File: src/rtl/uart_md_pkg.sv
// Package: shared slot-kind type and decode helpers for the serial port.
// Assumes eight-bit characters.
package uart_md_pkg;

    localparam int BYTE_W = 8;

    typedef enum logic [2:0] {
        PK_EVEN  = 3'd0,
        PK_ODD   = 3'd1,
        PK_SPACE = 3'd2,
        PK_MARK  = 3'd3,
        PK_NONE  = 3'd4,
        PK_MDROP = 3'd5
    } par_kind_e;

    // Map the external 3-bit mode code onto a slot kind.
    function automatic par_kind_e decode_mode(input logic [2:0] code);
        case (code)
            3'd0:         return PK_EVEN;
            3'd1:         return PK_ODD;
            3'd2:         return PK_SPACE;
            3'd3:         return PK_MARK;
            3'd6, 3'd7:   return PK_MDROP;
            default:      return PK_NONE;
        endcase
    endfunction

    // Value the slot must carry for a character of this kind.
    function automatic logic slot_value(input par_kind_e kind,
                                        input logic [BYTE_W-1:0] data,
                                        input logic addr);
        case (kind)
            PK_EVEN:  return ^data;
            PK_ODD:   return ~^data;
            PK_MARK:  return 1'b1;
            PK_MDROP: return addr;
            default:  return 1'b0;
        endcase
    endfunction

endpackage

File: src/rtl/uart_md_baud.sv
// Module: oversampling tick generator.
// Emits a one-cycle tick every div_i clocks; a divisor of 0 or 1 ticks every cycle.
module uart_md_baud #(
    parameter int DIV_W = 16
) (
    input  logic             clk,
    input  logic             rst_n,
    input  logic [DIV_W-1:0] div_i,
    output logic             tick_o
);
    logic [DIV_W-1:0] cnt_q;

    // Count clocks and pulse the tick on wrap.
    always_ff @(posedge clk) begin
        if (!rst_n) begin
            cnt_q  <= '0;
            tick_o <= 1'b0;
        end else if (cnt_q + 1'b1 >= div_i) begin
            cnt_q  <= '0;
            tick_o <= 1'b1;
        end else begin
            cnt_q  <= cnt_q + 1'b1;
            tick_o <= 1'b0;
        end
    end


    tick_bounded_chk: assert property (@(posedge clk) disable iff (!rst_n)
        (div_i > 1 && tick_o) |=> !tick_o);
endmodule

File: src/rtl/uart_md_tx.sv
// Module: frame transmitter.
// Loads start, data, optional slot and stop into a shifter on acceptance and shifts
// one bit per OVS ticks. Mode is sampled at acceptance and assumed stable meanwhile.
module uart_md_tx
    import uart_md_pkg::*;
#(
    parameter int OVS = 16
) (
    input  logic              clk,
    input  logic              rst_n,
    input  logic              tick_i,
    input  logic [2:0]        mode_i,
    input  logic [BYTE_W-1:0] data_i,
    input  logic              valid_i,
    input  logic              send_addr_i,
    output logic              ready_o,
    output logic              txd_o
);
    localparam int CW = $clog2(OVS);
    localparam int FRAME_W = BYTE_W + 3;
    localparam logic [CW-1:0] LAST_TICK = CW'(OVS - 1);

    logic               busy_q;
    logic [CW-1:0]      sub_q;
    logic [3:0]         left_q;
    logic [FRAME_W-1:0] sh_q;
    logic               addr_pend_q;
    logic               load;
    logic               slot_bit;
    par_kind_e          kind;

    assign kind     = decode_mode(mode_i);
    assign load     = valid_i && !busy_q;
    assign slot_bit = (kind == PK_NONE) ? 1'b1
                                        : slot_value(kind, data_i, addr_pend_q | send_addr_i);
    assign ready_o  = !busy_q;
    assign txd_o    = busy_q ? sh_q[0] : 1'b1;

    // Hold an address request until the next accepted character consumes it.
    always_ff @(posedge clk) begin
        if (!rst_n) addr_pend_q <= 1'b0;
        else        addr_pend_q <= (addr_pend_q && !load) || (send_addr_i && !load);
    end

    // Load a frame on acceptance, then shift one bit every OVS ticks.
    always_ff @(posedge clk) begin
        if (!rst_n) begin
            busy_q <= 1'b0;
            sub_q  <= '0;
            left_q <= '0;
            sh_q   <= '1;
        end else if (load) begin
            busy_q <= 1'b1;
            sub_q  <= '0;
            left_q <= (kind == PK_NONE) ? 4'(BYTE_W + 2) : 4'(BYTE_W + 3);
            sh_q   <= {1'b1, slot_bit, data_i, 1'b0};
        end else if (busy_q && tick_i) begin
            if (sub_q == LAST_TICK) begin
                sub_q  <= '0;
                sh_q   <= {1'b1, sh_q[FRAME_W-1:1]};
                left_q <= left_q - 1'b1;
                if (left_q == 4'd1) busy_q <= 1'b0;
            end else begin
                sub_q <= sub_q + 1'b1;
            end
        end
    end


    idle_line_high_chk: assert property (@(posedge clk) disable iff (!rst_n)
        ready_o |-> txd_o);

    accept_starts_frame_chk: assert property (@(posedge clk) disable iff (!rst_n)
        (ready_o && valid_i) |=> (!ready_o && !txd_o));

    busy_only_after_accept_chk: assert property (@(posedge clk) disable iff (!rst_n)
        $fell(ready_o) |-> $past(valid_i));
endmodule

File: src/rtl/uart_md_rx.sv
// Module: frame receiver with slot checker and sticky error flag.
// Synchronises rxd, confirms the start bit after OVS/2 low ticks, samples each bit centre
// and checks the slot against the mode latched at start confirmation.
module uart_md_rx
    import uart_md_pkg::*;
#(
    parameter int OVS = 16
) (
    input  logic              clk,
    input  logic              rst_n,
    input  logic              tick_i,
    input  logic              rxd_i,
    input  logic [2:0]        mode_i,
    input  logic              rst_sta_i,
    output logic [BYTE_W-1:0] data_o,
    output logic              valid_o,
    output logic              err_o
);
    localparam int CW = $clog2(OVS);
    localparam logic [CW-1:0] HALF_TICK = CW'(OVS / 2 - 1);
    localparam logic [CW-1:0] LAST_TICK = CW'(OVS - 1);

    logic [1:0]        sync_q;
    logic              rxs;
    logic              busy_q;
    logic [CW-1:0]     cnt_q;
    logic [3:0]        idx_q;
    logic [BYTE_W-1:0] data_q;
    logic              slot_q;
    par_kind_e         kind_q;
    logic              has_slot, sample_now, last_bit, bad_slot, err_set;

    assign rxs        = sync_q[1];
    assign has_slot   = (kind_q != PK_NONE);
    assign sample_now = busy_q && tick_i && (cnt_q == LAST_TICK);
    assign last_bit   = (idx_q == (has_slot ? 4'(BYTE_W + 1) : 4'(BYTE_W)));
    assign bad_slot   = has_slot && (slot_q != slot_value(kind_q, data_q, 1'b0));
    assign err_set    = sample_now && last_bit && bad_slot;

    // Bring the asynchronous line into the clock domain.
    always_ff @(posedge clk) begin
        if (!rst_n) sync_q <= 2'b11;
        else        sync_q <= {sync_q[0], rxd_i};
    end

    // Start detection, bit-centre sampling and byte delivery.
    always_ff @(posedge clk) begin
        if (!rst_n) begin
            busy_q  <= 1'b0;
            cnt_q   <= '0;
            idx_q   <= '0;
            data_q  <= '0;
            slot_q  <= 1'b0;
            kind_q  <= PK_NONE;
            data_o  <= '0;
            valid_o <= 1'b0;
        end else begin
            valid_o <= 1'b0;
            if (!busy_q) begin
                if (tick_i) begin
                    if (rxs) begin
                        cnt_q <= '0;
                    end else if (cnt_q == HALF_TICK) begin
                        busy_q <= 1'b1;
                        cnt_q  <= '0;
                        idx_q  <= '0;
                        kind_q <= decode_mode(mode_i);
                    end else begin
                        cnt_q <= cnt_q + 1'b1;
                    end
                end
            end else if (tick_i) begin
                if (cnt_q == LAST_TICK) begin
                    cnt_q <= '0;
                    if (idx_q < 4'(BYTE_W))       data_q[idx_q[2:0]] <= rxs;
                    else if (idx_q == 4'(BYTE_W)) slot_q <= rxs;
                    if (last_bit) begin
                        busy_q  <= 1'b0;
                        valid_o <= 1'b1;
                        data_o  <= data_q;
                    end else begin
                        idx_q <= idx_q + 1'b1;
                    end
                end else begin
                    cnt_q <= cnt_q + 1'b1;
                end
            end
        end
    end

    // Sticky error: set wins over the reset-status strobe.
    always_ff @(posedge clk) begin
        if (!rst_n) err_o <= 1'b0;
        else        err_o <= err_set || (err_o && !rst_sta_i);
    end


    valid_single_pulse_chk: assert property (@(posedge clk) disable iff (!rst_n)
        valid_o |=> !valid_o);

    err_sticky_chk: assert property (@(posedge clk) disable iff (!rst_n)
        (err_o && !rst_sta_i) |=> err_o);

    err_set_wins_chk: assert property (@(posedge clk) disable iff (!rst_n)
        (err_set && rst_sta_i) |=> err_o);

    none_never_errs_chk: assert property (@(posedge clk) disable iff (!rst_n)
        (busy_q && kind_q == PK_NONE) |=> !$rose(err_o));

    err_rises_with_valid_chk: assert property (@(posedge clk) disable iff (!rst_n)
        $rose(err_o) |-> valid_o);
endmodule

File: src/rtl/uart_md.sv
// Module: top of the serial port; shares one tick generator between transmitter and receiver.
// Assumes mode and baud_div change only while both directions are idle.
module uart_md
    import uart_md_pkg::*;
#(
    parameter int DIV_W = 16,
    parameter int OVS   = 16
) (
    input  logic              clk,
    input  logic              rst_n,
    input  logic [2:0]        mode,
    input  logic [DIV_W-1:0]  baud_div,
    input  logic [BYTE_W-1:0] tx_data,
    input  logic              tx_valid,
    output logic              tx_ready,
    input  logic              send_addr,
    output logic              txd,
    input  logic              rxd,
    output logic [BYTE_W-1:0] rx_data,
    output logic              rx_valid,
    output logic              par_err,
    input  logic              rst_sta
);
    logic tick;

    uart_md_baud #(.DIV_W(DIV_W)) baud_i (
        .clk(clk), .rst_n(rst_n), .div_i(baud_div), .tick_o(tick)
    );

    uart_md_tx #(.OVS(OVS)) tx_i (
        .clk(clk), .rst_n(rst_n), .tick_i(tick), .mode_i(mode),
        .data_i(tx_data), .valid_i(tx_valid), .send_addr_i(send_addr),
        .ready_o(tx_ready), .txd_o(txd)
    );

    uart_md_rx #(.OVS(OVS)) rx_i (
        .clk(clk), .rst_n(rst_n), .tick_i(tick), .rxd_i(rxd), .mode_i(mode),
        .rst_sta_i(rst_sta), .data_o(rx_data), .valid_o(rx_valid), .err_o(par_err)
    );
endmodule

File: config.mk
export PLATFORM = sky130hd
export DESIGN_NAME = uart_md
export DESIGN_NICKNAME = d
export VERILOG_FILES = /design/src/rtl/uart_md_pkg.sv /design/src/rtl/uart_md_baud.sv /design/src/rtl/uart_md_tx.sv /design/src/rtl/uart_md_rx.sv /design/src/rtl/uart_md.sv
export SDC_FILE = /design/constraint.sdc
export NUM_CORES = 1
export LEC_CHECK = 0
export BUFFER_PORTS_ARGS = -buffer_cell sky130_fd_sc_hd__buf_2
export CAP_MARGIN = 25
export CORE_ASPECT_RATIO = 1.25
export CORE_MARGIN = 1
export CORE_UTILIZATION = 58
export DETAILED_ROUTE_END_ITERATION = 8
export HOLD_SLACK_MARGIN = 0.1
export PLACE_DENSITY = 0.82
export SLEW_MARGIN = 20
export SYNTH_ARGS = -nofsm -noshare
export SYNTH_HDL_FRONTEND = slang
export SYNTH_SLANG_ARGS = --single-unit
File: constraint.sdc
create_clock -name clk -period 3.35 [get_ports clk]
set_input_delay 0.1675 -clock clk [delete_from_list [all_inputs] [get_ports clk]]
set_output_delay 0.1675 -clock clk [all_outputs]
set_load 0.02 [all_outputs]
======== After elaboration in Yosys (flattened, before gate mapping) ========
Index checks and enable logic that the tools add are counted.
operators by class
  $add $sub $neg .......................... 5
  divide/modulo/power cells ............... 0
  bitwise gates (word level) .............. 5
  magnitude comparators ................... 4
  $mul .................................... 0
  shift-type cells ........................ 0
  equality and inequality tests ........... 22
  multiplexer cells ....................... 43
  reductions and logical operators ........ 38
operators with widths
  operator               count
  $mux 4                 17
  $mux 10                3
  $mux 1                 18
  $add 16x1->16 const B  1
  $ge 16x16->1           1
  $reduce_and 4->1       4
  $reduce_xnor 8->1      2
  $reduce_xor 8->1       2
  $pmux 3 s5             1
  $add 4x1->4 const B    3
  $eq 3x2->1 const B     4
  $eq 3x3->1 const B     4
  $eq 4x4->1 const B     3
  $logic_and 1x1->1      11
  $reduce_and 5->1       2
  $eq 3x1->1 const B     3
  $logic_not 3->1        3
  $bwmux 8               1
  $reduce_bool 2->1      4
  $ne 2x2->1 const B     3
  $reduce_or 2->1        3
  $eq 4x1->1 const B     1
  $eq 4x3->1 const B     1
  $eq 4x4->1             1
  15 further kinds       21
word-level totals
  bits in latches ......................... 0
  memory bits (read-only) ................. 0
  bits in registers ....................... 70
  input bits .............................. 33
  output and inout bits ................... 12
  memories kept ........................... 0
  bits in writable memories ............... 0

======== Depth between registers and ports, before layout ========
Gate-level depths: netlist (run 1).
  word-level depth ........................ 7
  mapped depth ............................ 13
  gate-level depth less buffers ........... 12

======== Hierarchy ========
From an unflattened synthesis (run 1), not the netlist that was laid out.
unflattened totals
  cells, all modules ...................... 423
  area, all modules ....................... 3908.7 sq um
modules (own cells, without submodules)
  module        cells each  area each (sq um)  times used  sequential area each (sq um)
  uart_md_rx    174         1667.8             1           660.6
  uart_md_baud  128         1174.9             1           340.3
  uart_md_tx    121         1066.0             1           400.4

======== Least setup slack after synthesis (run 1) ========
No wires, ideal clock.
  kind .................................... reg2reg
  from .................................... reg baud_i.cnt_q[2]
  to ...................................... reg baud_i.cnt_q[10]
  data arrival time ....................... 2.380 ns
  library setup time ...................... 0.065 ns
  path slack .............................. 0.905 ns
  stages on the path, launching flop included .. 14
  data required time ...................... 3.285 ns
  cells stage by stage .................... dfxtp_1 -> nand3_2 -> nor2_2 -> nand4_4 -> nor2_1 -> xor2_1 -> ha_1 -> a21o_1 -> a21o_1 -> a21oi_1 -> a21boi_2 -> o211ai_2 -> buf_6 -> nor2b_1
between the ends
  cells in the longest elaborated chain, start to end .. 3
ends and longest elaborated chain
  what                       line                                    source
  start: declaration         uart_md_baud.sv:11                      logic [DIV_W-1:0] cnt_q;
  start signal: assignment   uart_md_baud.sv:22                      cnt_q <= cnt_q + 1'b1;
  $add 16x1->16 (*)          uart_md_baud.sv:18, uart_md_baud.sv:22
  $ge 16x16->1               uart_md_baud.sv:18                      end else if (cnt_q + 1'b1 >= div_i) begin
  $reduce_or 2->1 (no line)  --
Every way passes the cells marked *; elsewhere a longest branch is shown, timed or not.
A chain may end at the register's enable or synchronous reset.

======== Worst setup path after layout (run 1) ========
  from .................................... reg baud_i.cnt_q[2]
  to ...................................... reg baud_i.cnt_q[14]
The elaborated chain is that of the path after synthesis.

==> results of run 1 <==
## final timing paths
kind                            cells past startpoint  slack [ns]                to
worst max-delay path                               12        0.33  baud_i.cnt_q[14]
worst min-delay path                                3        0.12      tx_i.sh_q[7]
worst max register to register                     12        0.33  baud_i.cnt_q[14]
worst min register to register                      1        0.41    rx_i.sync_q[1]
## what timing repair did
| item | 4_1_cts | 5_1_grt |
|---|---|---|
| hold buffers | 9 | 0 |
| endpoints found under the hold margin | 9 | 0 |
| buffers inserted | 0 | 0 |
| gates resized for setup | 0 | 0 |
| setup endpoints to repair | 0 | 0 |
## power breakdown
| part | internal, uW | switching (uW) |
|---|---|---|
| Combinational | 66.5 | 68.9 |
| Clock | 412 | 303 |
| Sequential | 848 | 15.5 |
| Total | 1330 | 387 |
## worst register-to-register path, cell delays in order (launching register included)
cell      delay (ns)
dfxtp_1         0.40
nand3_2         0.12
nor2_2          0.18
nand4_4         0.16
nor2_1          0.16
xor2_1          0.10
ha_1            0.31
a21o_1          0.13
a21o_1          0.14
a21oi_1         0.07
a21o_1          0.20
o211ai_2        0.68
and2b_1         0.26
## cell families after synthesis
logic type      share of synthesized area [%]
buf+inv                                  4.62
compound gates                           9.05
xor+xnor                                 8.82
mux                                      5.73
flops                                    36.5
fa+ha+maj                                7.49
simple gates                             27.8
## Yosys cell counts (2+ instances only)
cell type,count
nor2b_1,32
and2b_1,2
nand3_1,19
mux2i_1,22
nand3_2,3
nor2b_2,5
nand4_1,5
clkbuf_2,2
nand3b_1,3
a21o_1,5
nor3b_1,5
a21oi_1,14
xnor2_1,23
a211o_1,3
dfxtp_1,70
and3_1,4
nand2_1,59
ha_1,23
nor2_1,17
nor3_1,6
clkbuf_1,8
a21boi_0,5
inv_1,24
and3_4,2
nand2b_1,7
nor3_2,2
xor2_1,12
buf_6,2
and2_1,6
nor2_2,2
buf_2,2
o21ai_0,22
## per-layer routing
layer,track usage [%],up-vias,part of all wire [%]
li1,-,1562,-
met1,25.5,1375,44
met2,39.6,57,50
met3,5.28,16,2.9
met4,10.2,0,2.5
met5,0,-,0
## sequential cells by signal, summed over array words and instances, names as in the netlist, 2 cells and up
| signal | flops |
|---|---|
| tx_i.sh_q | 10 |
| rx_i.data_q | 8 |
| tx_i.sub_q | 4 |
| rx_i.cnt_q | 4 |
| rx_i.data_o | 8 |
| baud_i.cnt_q | 16 |
| rx_i.idx_q | 4 |
| rx_i.kind_q | 3 |
| rx_i.sync_q | 2 |
| tx_i.left_q | 4 |
## through the flow
| stage | instance area (um2) | hold WS [ns] |
|---|---|---|
| 2_1_floorplan | 3840 | 0.269 |
| 3_3_place_gp | 4090 | 0.353 |
| 3_5_place_dp | 4090 | 0.353 |
| 4_1_cts | 4390 | 0.103 |
| 5_1_grt | 4390 | 0.117 |
| 6_report | 4390 | 0.116 |
## layout make-up
class | count | area [um2]
clock buffer | 10 | 128
fill | 497 | 1900
clock inverter | 5 | 75.1
tap | 85 | 106
multi-input combinational | 326 | 2260
inverter | 25 | 93.8
timing repair buffer | 54 | 318
sequential | 70 | 1400
==> impl_metrics.py, run 1 <==
metrics = {
    "sta": {
        "period_minus_slack_ns": 3.02,
        "hold_violations": 0,
        "finalSetupTns_ns": 0,
        "skew_ns": 0.00729,
        "slew_headroom_pct": 45.1,
        "rsz0062_at_grt": "false",
        "finalCritPeriodShare_pct": 90.2,
        "worst_slack_ns": 0.329,
        "worst-slew-pin-transition_ns": 0.821,
        "setup_viol": 0,
        "final_max_slew_viol_count": 0,
        "max_freq_mhz": 331,
    },
    "placement": {
        "dp.cells": 551,
        "place_ws_ns": 0.400,
        "dp_hpwl_mm": 4.93,
        "place.gp.congestion": 0.800,
        "portBuffers": 44,
    },
    "clock_network": {
        "clkTransAtPathRegs_ns": 0.07,
        "cts.htree.levels": 3,
        "cts_buffers": 9,
        "cts_buffer_depth": 2,
        "clock_latency_ns": 0.34,
        "root_buffer": "clkbuf_8",
        "cts_tree": "yes",
        "clock-sinks": 70,
    },
    "routing": {
        "drt-total-wl_mm": 7.14,
        "routedWlPerCell_um": 12.4,
        "viasPerCell": 5.23,
        "drt_first_iter_violations": 146,
        "post-route-drc-count": 0,
        "dr.pass1.iters": 4,
        "num_vias": 3010,
        "postRouteAntennaNets": 0,
    },
    "global_route": {
        "overflow": 0,
        "track_usage_pct": 22.7,
        "antenna_found_initial": 0,
        "grt_pass1_vias": 2948,
        "grt_first_pass_wirelength_mm": 12.2,
        "grt_max_degree": 33,
    },
    "yosys": {
        "netlist_instances": 437,
        "yosys-top-cells-area": "dfxtp_1 (36%), ha_1 (7.5%), nand2_1 (5.8%)",
        "syn_area_um2": 3840,
        "ys_types": 53,
        "ys.flop_type": "dfxtp_1",
        "yosysSeqAreaShare_pct": 36.5,
        "async_reset_ff_share_pct": 0,
        "synth_top_area_share_pct": 36.5,
        "ys_seq_elements": 70,
        "syn_nets": 493,
        "ys_warn_count": 0,
        "synth_edf_count": 0,
        "synth_area_leader_cell": "dfxtp_1",
        "synth.avg_cell_area_um2": 8.79,
    },
    "hold_path": {
        "hp-start": "tx_data[6]",
        "holdCritPathClass": "primary input to flip-flop",
    },
    "die": {
        "die_y_um": 93,
        "fp.dieW_um": 74.8,
        "start_util_pct": 61.1,
        "row_count": 32,
        "die_area_um2": 6960,
        "io_pins": 45,
        "core_area_um2": 6290,
    },
    "cells_and_area": {
        "antenna_cells": 0,
        "final_nets": 542,
        "layout_commonest_cell": "dfxtp_1",
        "layout_common_cells": "dfxtp_1 (70), nand2_1 (59), buf_2 (44)",
        "area_delta_synth_final_pct": 14.1,
        "final_core_util_pct": 69.8,
        "fin_cells": 575,
        "drive_gt1_share_pct": 17.3,
    },
    "power": {
        "max-vdd-ir-drop_v": 0.000291,
        "leakage_uw": 0.00194,
        "powerDensity_nw_per_um2": 391,
        "report.power.total_uw": 1710,
    },
    "setup_path": {
        "cpPeakStageDelay_ns": 0.68,
        "cp_slowest_cell": "o211ai_2",
        "crit_path_frequent_cell": "a21o_1",
        "path_cells": "nand3_2 > nor2_2 > nand4_4 > nor2_1 > xor2_1 > ha_1 > a21o_1 > a21o_1 > a21oi_1 > a21o_1 > o211ai_2 > and2b_1",
        "crit_buf_inv": 0,
        "path_delay_family": "compound AO/OA/AOI/OAI gates",
        "arrival_ns": 3.26,
        "start_kind": "flip-flop",
        "cp-startpoint": "baud_i.cnt_q[2]",
        "crit_type": "flip-flop to flip-flop",
        "r2r-start": "baud_i.cnt_q[2]",
        "worstPathMaxFanout": 16,
        "required_ns": 3.59,
        "cp-end-kind": "flip-flop",
    },
    "flow_run": {
        "drv_cap": 0,
    },
    "outcome": {
        "status": "completed",
    },
}
Note: power is estimated with default switching activity, not from simulation.
==> run 2, diff against run 1 <==
--- a/config.mk
+++ b/config.mk
@@ -8,9 +8,8 @@
 export BUFFER_PORTS_ARGS = -buffer_cell sky130_fd_sc_hd__buf_2
-export CAP_MARGIN = 25
 export CORE_ASPECT_RATIO = 1.25
 export CORE_MARGIN = 1
-export CORE_UTILIZATION = 58
+export CORE_UTILIZATION = 59
 export DETAILED_ROUTE_END_ITERATION = 8
 export HOLD_SLACK_MARGIN = 0.1
-export PLACE_DENSITY = 0.82
+export PLACE_DENSITY = 0.83
 export SLEW_MARGIN = 20
@@ -18,2 +17,3 @@
 export SYNTH_HDL_FRONTEND = slang
+export SYNTH_HIERARCHICAL = 1
 export SYNTH_SLANG_ARGS = --single-unit
==> constraint.sdc (replaced) <==
create_clock -name clk -period 3.35 [get_ports clk]
set_input_delay 0.5025 -clock clk [delete_from_list [all_inputs] [get_ports clk]]
set_output_delay 0.5025 -clock clk [all_outputs]
set_load 0.02 [all_outputs]
==> run 2 against run 1 <==
- core utilization shrank 0.78 points
- cell count down 3.7%
- first-iteration DRC count up 31%
- area after synthesis grew 1.7%
- count of clock-buffer cells in the layout is 3 higher
- critical path type unchanged
- largest cell class unchanged
- flip-flop and latch count did not move
- critical path depth decreased by 2
- synthesized cell count decreased by 3.2%
- global-route usage increased by 1.5 points
- worst hold slack improved by 0.21 ns
==> impl_metrics.py, run 2 <==
metrics = {
    "clock_network": {
        "cts_setup_buffers": 0,
        "cts.htree.levels": 3,
        "cts_buffers": 9,
        "cts_buffer_depth": 2,
        "cts_tree": "yes",
        "hold_buffers": 0,
        "clkTransAtPathRegs_ns": 0.07,
        "cts_resized": 0,
        "root_buffer": "clkbuf_8",
        "clock_latency_ns": 0.36,
        "clock-sinks": 70,
    },
    "sta": {
        "finalSetupTns_ns": 0,
        "slew_headroom_pct": 47.2,
        "setup_viol": 0,
        "hold_ws_ns": 0.330,
        "rsz0062_at_grt": "false",
        "skew_ns": 0.0117,
        "finalCritPeriodShare_pct": 88.8,
        "hold_violations": 0,
        "max_freq_mhz": 336,
        "worst-slew-pin-transition_ns": 0.791,
        "worst_slack_ns": 0.375,
        "period_minus_slack_ns": 2.97,
        "final_max_slew_viol_count": 0,
    },
    "setup_path": {
        "crit_type": "flip-flop to flip-flop",
        "path_delay_family": "simple AND/OR/NAND/NOR gates",
        "start_kind": "flip-flop",
        "arrival_ns": 3.25,
        "cp_slowest_cell": "dfxtp_1",
        "cp-end-kind": "flip-flop",
        "crit_buf_inv": 0,
        "path_cells": "and4_1 > nand4_2 > nor4_2 > xor2_1 > ha_1 > a21oi_1 > nand2_1 > a221oi_2 > nand4_4 > nor2b_1",
        "required_ns": 3.63,
        "cpPeakStageDelay_ns": 0.41,
        "worstPathMaxFanout": 16,
    },
    "yosys": {
        "syn_nets": 478,
        "ys.flop_type": "dfxtp_1",
        "synth_top_family_by_area": "simple AND/OR/NAND/NOR gates",
        "ys_warn_count": 6,
        "synth_fa_ha_area_share_pct": 7.04,
        "yosysSeqAreaShare_pct": 35.9,
        "synth_xor_area_share_pct": 8.10,
        "async_reset_ff_share_pct": 0,
        "synth.avg_cell_area_um2": 9.24,
        "ys_types": 58,
        "yosys.cell_count.top_type": "dfxtp_1",
        "netlist_instances": 423,
        "synth.area.mux_share_pct": 5.63,
        "syn_area_um2": 3910,
        "yosys-top-cells-area": "dfxtp_1 (36%), ha_1 (7.0%), mux2i_1 (5.6%)",
        "synth_compound_area_share_pct": 11.6,
        "yosys.area_share.simple_pct": 27.1,
        "synth_area_leader_cell": "dfxtp_1",
        "synth_common_cells": "dfxtp_1 (70), nor2b_1 (32), inv_1 (24)",
        "synth_edf_count": 0,
        "synth_top_area_share_pct": 35.9,
        "ys_seq_elements": 70,
    },
    "die": {
        "fp.dieW_um": 74.8,
        "start_util_pct": 62.2,
        "io_pins": 45,
        "die_y_um": 93,
        "die_area_um2": 6960,
        "core_area_um2": 6290,
        "row_count": 32,
    },
    "cells_and_area": {
        "fin_cells": 554,
        "area_delta_synth_final_pct": 10.9,
        "layout_common_cells": "dfxtp_1 (70), buf_2 (44), nor2b_1 (32)",
        "largest_reg_flops": 16,
        "antenna_cells": 0,
        "reg_top3": "baud_i/cnt_q (16), tx_i/sh_q (10)",
        "final_nets": 519,
        "top_register": "baud_i/cnt_q",
        "layout_commonest_cell": "dfxtp_1",
        "drive_gt1_share_pct": 20.3,
    },
    "placement": {
        "portBuffers": 44,
        "place.gp.congestion": 0.813,
        "place_ws_ns": 0.454,
        "dp_hpwl_mm": 5.35,
        "dp.cells": 538,
    },
    "power": {
        "switching_share_pct": 24.3,
        "report.power.total_uw": 1640,
        "max-vdd-ir-drop_v": 0.000203,
        "switchingPower_uw": 398,
        "powerDensity_nw_per_um2": 379,
        "p_int_uw": 1240,
        "p_comb_share_pct": 8.5,
        "leakage_uw": 0.00177,
        "p_seq_share_pct": 52.5,
        "p_clk_share_pct": 39.0,
    },
    "global_route": {
        "grt_pass1_vias": 2901,
        "track_usage_pct": 24.2,
        "overflow": 0,
        "antenna_found_initial": 0,
        "grt_max_degree": 39,
        "grt_first_pass_wirelength_mm": 12.8,
    },
    "routing": {
        "viasPerCell": 5.48,
        "drt_first_iter_violations": 191,
        "routedWlPerCell_um": 14.0,
        "wl_met3_um": 251,
        "postRouteAntennaNets": 0,
        "routed.top_layer": "met4",
        "num_vias": 3035,
        "drt-total-wl_mm": 7.75,
        "wl_met1_mm": 3.44,
        "met2WireLength_mm": 3.91,
        "dr.pass1.iters": 4,
        "post-route-drc-count": 0,
    },
    "flow_run": {
        "drv_cap": 0,
    },
    "hold_path": {
        "holdCritPathClass": "primary input to flip-flop",
    },
    "outcome": {
        "status": "completed",
    },
}
-- run 2: cell types whose count changed in the layout (fill, tap and decap cells not counted), moves of 4 or more --
cell,before,now
nor3_1,6,10
a31oi_1,1,7
nand3_1,19,14
a21oi_1,14,20
dlygate4sd3_1,9,0
nand2_1,59,22
a31o_2,0,5
a21o_1,5,0
-- run 2: path summary, 6_finish.rpt --
path	startpoint	end	slack, ns	cells past startpoint
setup / recovery	baud_i/cnt_q[2]	baud_i/cnt_q[15]	0.38	10
hold / removal	rxd	rx_i/sync_q[0]	0.33	2
setup reg to reg	baud_i/cnt_q[2]	baud_i/cnt_q[15]	0.38	10
hold reg to reg	rx_i/sync_q[0]	rx_i/sync_q[1]	0.41	1
-- run 2: metrics by stage --
step                      util, %  cell area (um2)
after floorplan                 -             3910
after global placement       66.0             4150
after detailed placement     66.0             4150
after CTS                    69.0             4340
after global routing         69.0             4340
final                        69.0             4340
-- run 2: cell families after synthesis --
kind of cell    count (synthesis)
compound gates                 72
xor+xnor                       32
fa+ha+maj                      22
buf+inv                        39
flops                          70
mux                            22
simple gates                  166
-- run 2: worst reg2reg max path, stage by stage (launching register included) --
cell,delay (ns)
dfxtp_1,0.41
and4_1,0.34
nand4_2,0.20
nor4_2,0.21
xor2_1,0.24
ha_1,0.30
a21oi_1,0.15
nand2_1,0.08
a221oi_2,0.39
nand4_4,0.36
nor2b_1,0.23
-- run 2: routing by layer --
metal	track usage, %	up-vias
met5	0	-
met4	12.4	0
met3	3.56	12
met2	41.9	61
met1	28.2	1407
li1	-	1555
-- run 2: layout make-up --
cell class,instances,area [um2]
multi-input combinational,314,2320
sequential,70,1400
clock buffer,13,169
fill,501,1950
tap,85,106
clock inverter,3,17.5
inverter,24,90.1
timing repair buffer,45,228
-- run 2: power by group through the flow --
stage          registers, uW  clock network (uW)  logic (uW)
2_1_floorplan            875                   0        98.8
3_3_place_gp             880                   0         134
3_5_place_dp             880                   0         140
4_1_cts                  861                 647         141
5_1_grt                  863                 672         156
6_report                 862                 641         140
==> run 3, diff against run 2 <==
- ABC_AREA: unset -> 1
==> run 3 against run 2 <==
- final area rose by 6.3%
- flip-flop and latch count did not move
- die area rose by 4.4%
- critical path depth rose by 7
- via count rose by 26%
- global-route usage rose by 1.3 points
- sequential power barely moved
- largest power group unchanged
- critical path type unchanged
==> impl_metrics.py, run 3 <==
metrics = {
    "outcome": {
        "status": "completed",
    },
    "clock_network": {
        "clkTransAtPathRegs_ns": 0.08,
        "clock-sinks": 70,
        "cts_resized": 0,
        "hold_buffers": 0,
        "cts_buffers": 9,
        "cts_tree": "yes",
        "cts.htree.levels": 3,
        "cts_setup_buffers": 0,
        "cts_buffer_depth": 2,
        "root_buffer": "clkbuf_8",
        "clock_latency_ns": 0.35,
    },
    "placement": {
        "portBuffers": 44,
        "dp_hpwl_mm": 6.45,
        "dp.cells": 715,
        "placed_cell_area_um2": 4360,
        "place.gp.congestion": 0.903,
        "place_ws_ns": 0.777,
    },
    "die": {
        "core_area_um2": 6610,
        "start_util_pct": 61.9,
        "fp.dieW_um": 76.4,
        "die_area_um2": 7260,
        "die_y_um": 95.0,
        "row_count": 33,
        "io_pins": 45,
    },
    "sta": {
        "max_freq_mhz": 391,
        "worst-slew-pin-transition_ns": 0.506,
        "setup_viol": 0,
        "rsz0062_at_grt": "false",
        "finalCritPeriodShare_pct": 76.3,
        "final_max_slew_viol_count": 0,
        "period_minus_slack_ns": 2.56,
        "hold_violations": 0,
        "finalSetupTns_ns": 0,
        "worst_slack_ns": 0.795,
        "slew_headroom_pct": 66.2,
        "skew_ns": 0.0110,
    },
    "cells_and_area": {
        "antenna_cells": 0,
        "drive_gt1_share_pct": 17.2,
        "reg_top3": "baud_i/cnt_q (16), tx_i/sh_q (10)",
        "fin_area_um2": 4610,
        "top_register": "baud_i/cnt_q",
        "layout_common_cells": "nand2_1 (145), inv_1 (89), dfxtp_1 (70)",
        "fin_cells": 731,
        "largest_reg_flops": 16,
        "area_delta_synth_final_pct": 12.8,
        "layout_commonest_cell": "nand2_1",
        "final_nets": 694,
    },
    "yosys": {
        "ys_types": 39,
        "ys.flop_type": "dfxtp_1",
        "async_reset_ff_share_pct": 0,
        "syn_area_um2": 4090,
        "ys_warn_count": 6,
        "yosys.cell_count.top_type": "nand2_1",
        "ys_seq_elements": 70,
        "yosysSeqAreaShare_pct": 34.3,
        "synth_top_area_share_pct": 34.3,
        "synth_area_leader_cell": "dfxtp_1",
        "netlist_instances": 591,
        "synth_common_cells": "nand2_1 (145), inv_1 (89), dfxtp_1 (70)",
        "syn_nets": 646,
        "yosys-top-cells-area": "dfxtp_1 (34%), nand2_1 (13%), inv_1 (8.2%)",
        "synth.avg_cell_area_um2": 6.91,
        "synth_edf_count": 0,
    },
    "setup_path": {
        "arrival_ns": 2.83,
        "crit_type": "flip-flop to flip-flop",
        "crit_path_end": "baud_i/cnt_q[9]",
        "r2r_end": "baud_i/cnt_q[9]",
        "cp-startpoint": "baud_i/cnt_q[0]",
        "reg2regPathDepth": 17,
        "cp-end-kind": "flip-flop",
        "worstSetupPathDepth": 17,
        "worstPathMaxFanout": 16,
        "r2r-start": "baud_i/cnt_q[0]",
        "path_delay_family": "simple AND/OR/NAND/NOR gates",
        "path_cells": "ha_1 > nand2_2 > nor2_4 > nand2_2 > nor2_4 > xnor2_1 > inv_1 > ha_1 > nand2_1 > inv_1 > nand2_1 > nor2_1 > nor2_1 > nand2_1 > nand2_2 > nand3_4 > nor2_1",
        "cpPeakStageDelay_ns": 0.44,
        "cp_slowest_cell": "dfxtp_1",
        "rrSetupSlack_ns": 0.79,
        "required_ns": 3.63,
        "crit_buf_inv": 2,
        "start_kind": "flip-flop",
    },
    "hold_path": {
        "holdCritPathClass": "primary input to flip-flop",
    },
    "power": {
        "leakage_uw": 0.00230,
        "max-vdd-ir-drop_v": 0.000334,
        "powerDensity_nw_per_um2": 404,
    },
    "routing": {
        "post-route-drc-count": 0,
        "num_vias": 3839,
        "routedWlPerCell_um": 11.9,
        "drt-total-wl_mm": 8.67,
        "drt_first_iter_violations": 163,
        "dr.pass1.iters": 4,
        "postRouteAntennaNets": 0,
        "viasPerCell": 5.25,
    },
    "global_route": {
        "grt_max_degree": 24,
        "antenna_found_initial": 0,
        "grt_first_pass_wirelength_mm": 14.9,
        "overflow": 0,
        "track_usage_pct": 25.5,
        "grt_pass1_vias": 3650,
    },
    "flow_run": {
        "drv_cap": 0,
    },
}
-- run 3: per-layer routing --
metal / global-route usage [%] / up-vias / share of wire, % / routed length, um
li1: - / 1974 / - / -
met1: 26.2 / 1765 / 41 / 3600
met5: 0 / - / 0 / 0
met3: 4.69 / 12 / 3.8 / 333
met4: 11.9 / 0 / 1.6 / 135
met2: 49.9 / 88 / 53 / 4610
-- run 3: how the worst min path moves through the flow --
stage | to | start | cells past startpoint | slack, ns
after global placement | rx_i/sync_q[1] | rx_i/sync_q[0] | 1 | 0.40
after CTS | rx_i/sync_q[0] | rxd | 2 | 0.36
after global routing | rx_i/sync_q[0] | rxd | 2 | 0.36
after detailed placement | rx_i/sync_q[1] | rx_i/sync_q[0] | 1 | 0.40
after floorplan | rx_i/sync_q[1] | rx_i/sync_q[0] | 1 | 0.39
final | rx_i/sync_q[0] | rxd | 2 | 0.36
-- run 3: where the power goes --
group	leakage, uW	internal (uW)	switching (uW)
clock network	0.000124	498	335
registers	0.000568	848	12.6
logic	0.00161	62.7	105
total	0.00230	1410	453
-- run 3: area by class of cell --
| type | count | area, um2 |
|---|---|---|
| Clock buffer | 9 | 124 |
| Clock inverter | 7 | 121 |
| Fill cell | 578 | 2000 |
| Inverter | 97 | 367 |
| Multi-Input combinational cell | 416 | 2260 |
| Sequential cell | 70 | 1400 |
| Tap cell | 87 | 109 |
| Timing Repair Buffer | 45 | 228 |
-- run 3: per-stage QoR --
stage                     utilization (%)  hold WS (ns)  total power, uW
final                                69.8         0.364             1860
after global routing                 69.8         0.358             1930
after CTS                            69.8         0.357             1870
after detailed placement             66.1         0.398             1040
after global placement               66.1         0.399             1040
after floorplan                         -         0.393              994
-- run 3: worst reg2reg max path: cells and delay by family (launching register included) --
family                     cells  cell delay [ns]
xor gates and xnor gates       1             0.16
buffers and inverters          2             0.12
adders and majority gates      2             0.50
and+or+nand+nor               12             1.27
DFF                            1             0.44
-- run 3: kinds of logic (layout without fill, tap and decap cells) --
family,count (synthesis),in the layout,synth area share [%]
fa+ha+maj,22,22,6.74
simple gates,283,283,32.0
flops,70,70,34.3
xor+xnor,15,15,3.21
buf+inv,105,158,10.4
compound gates,96,96,13.4
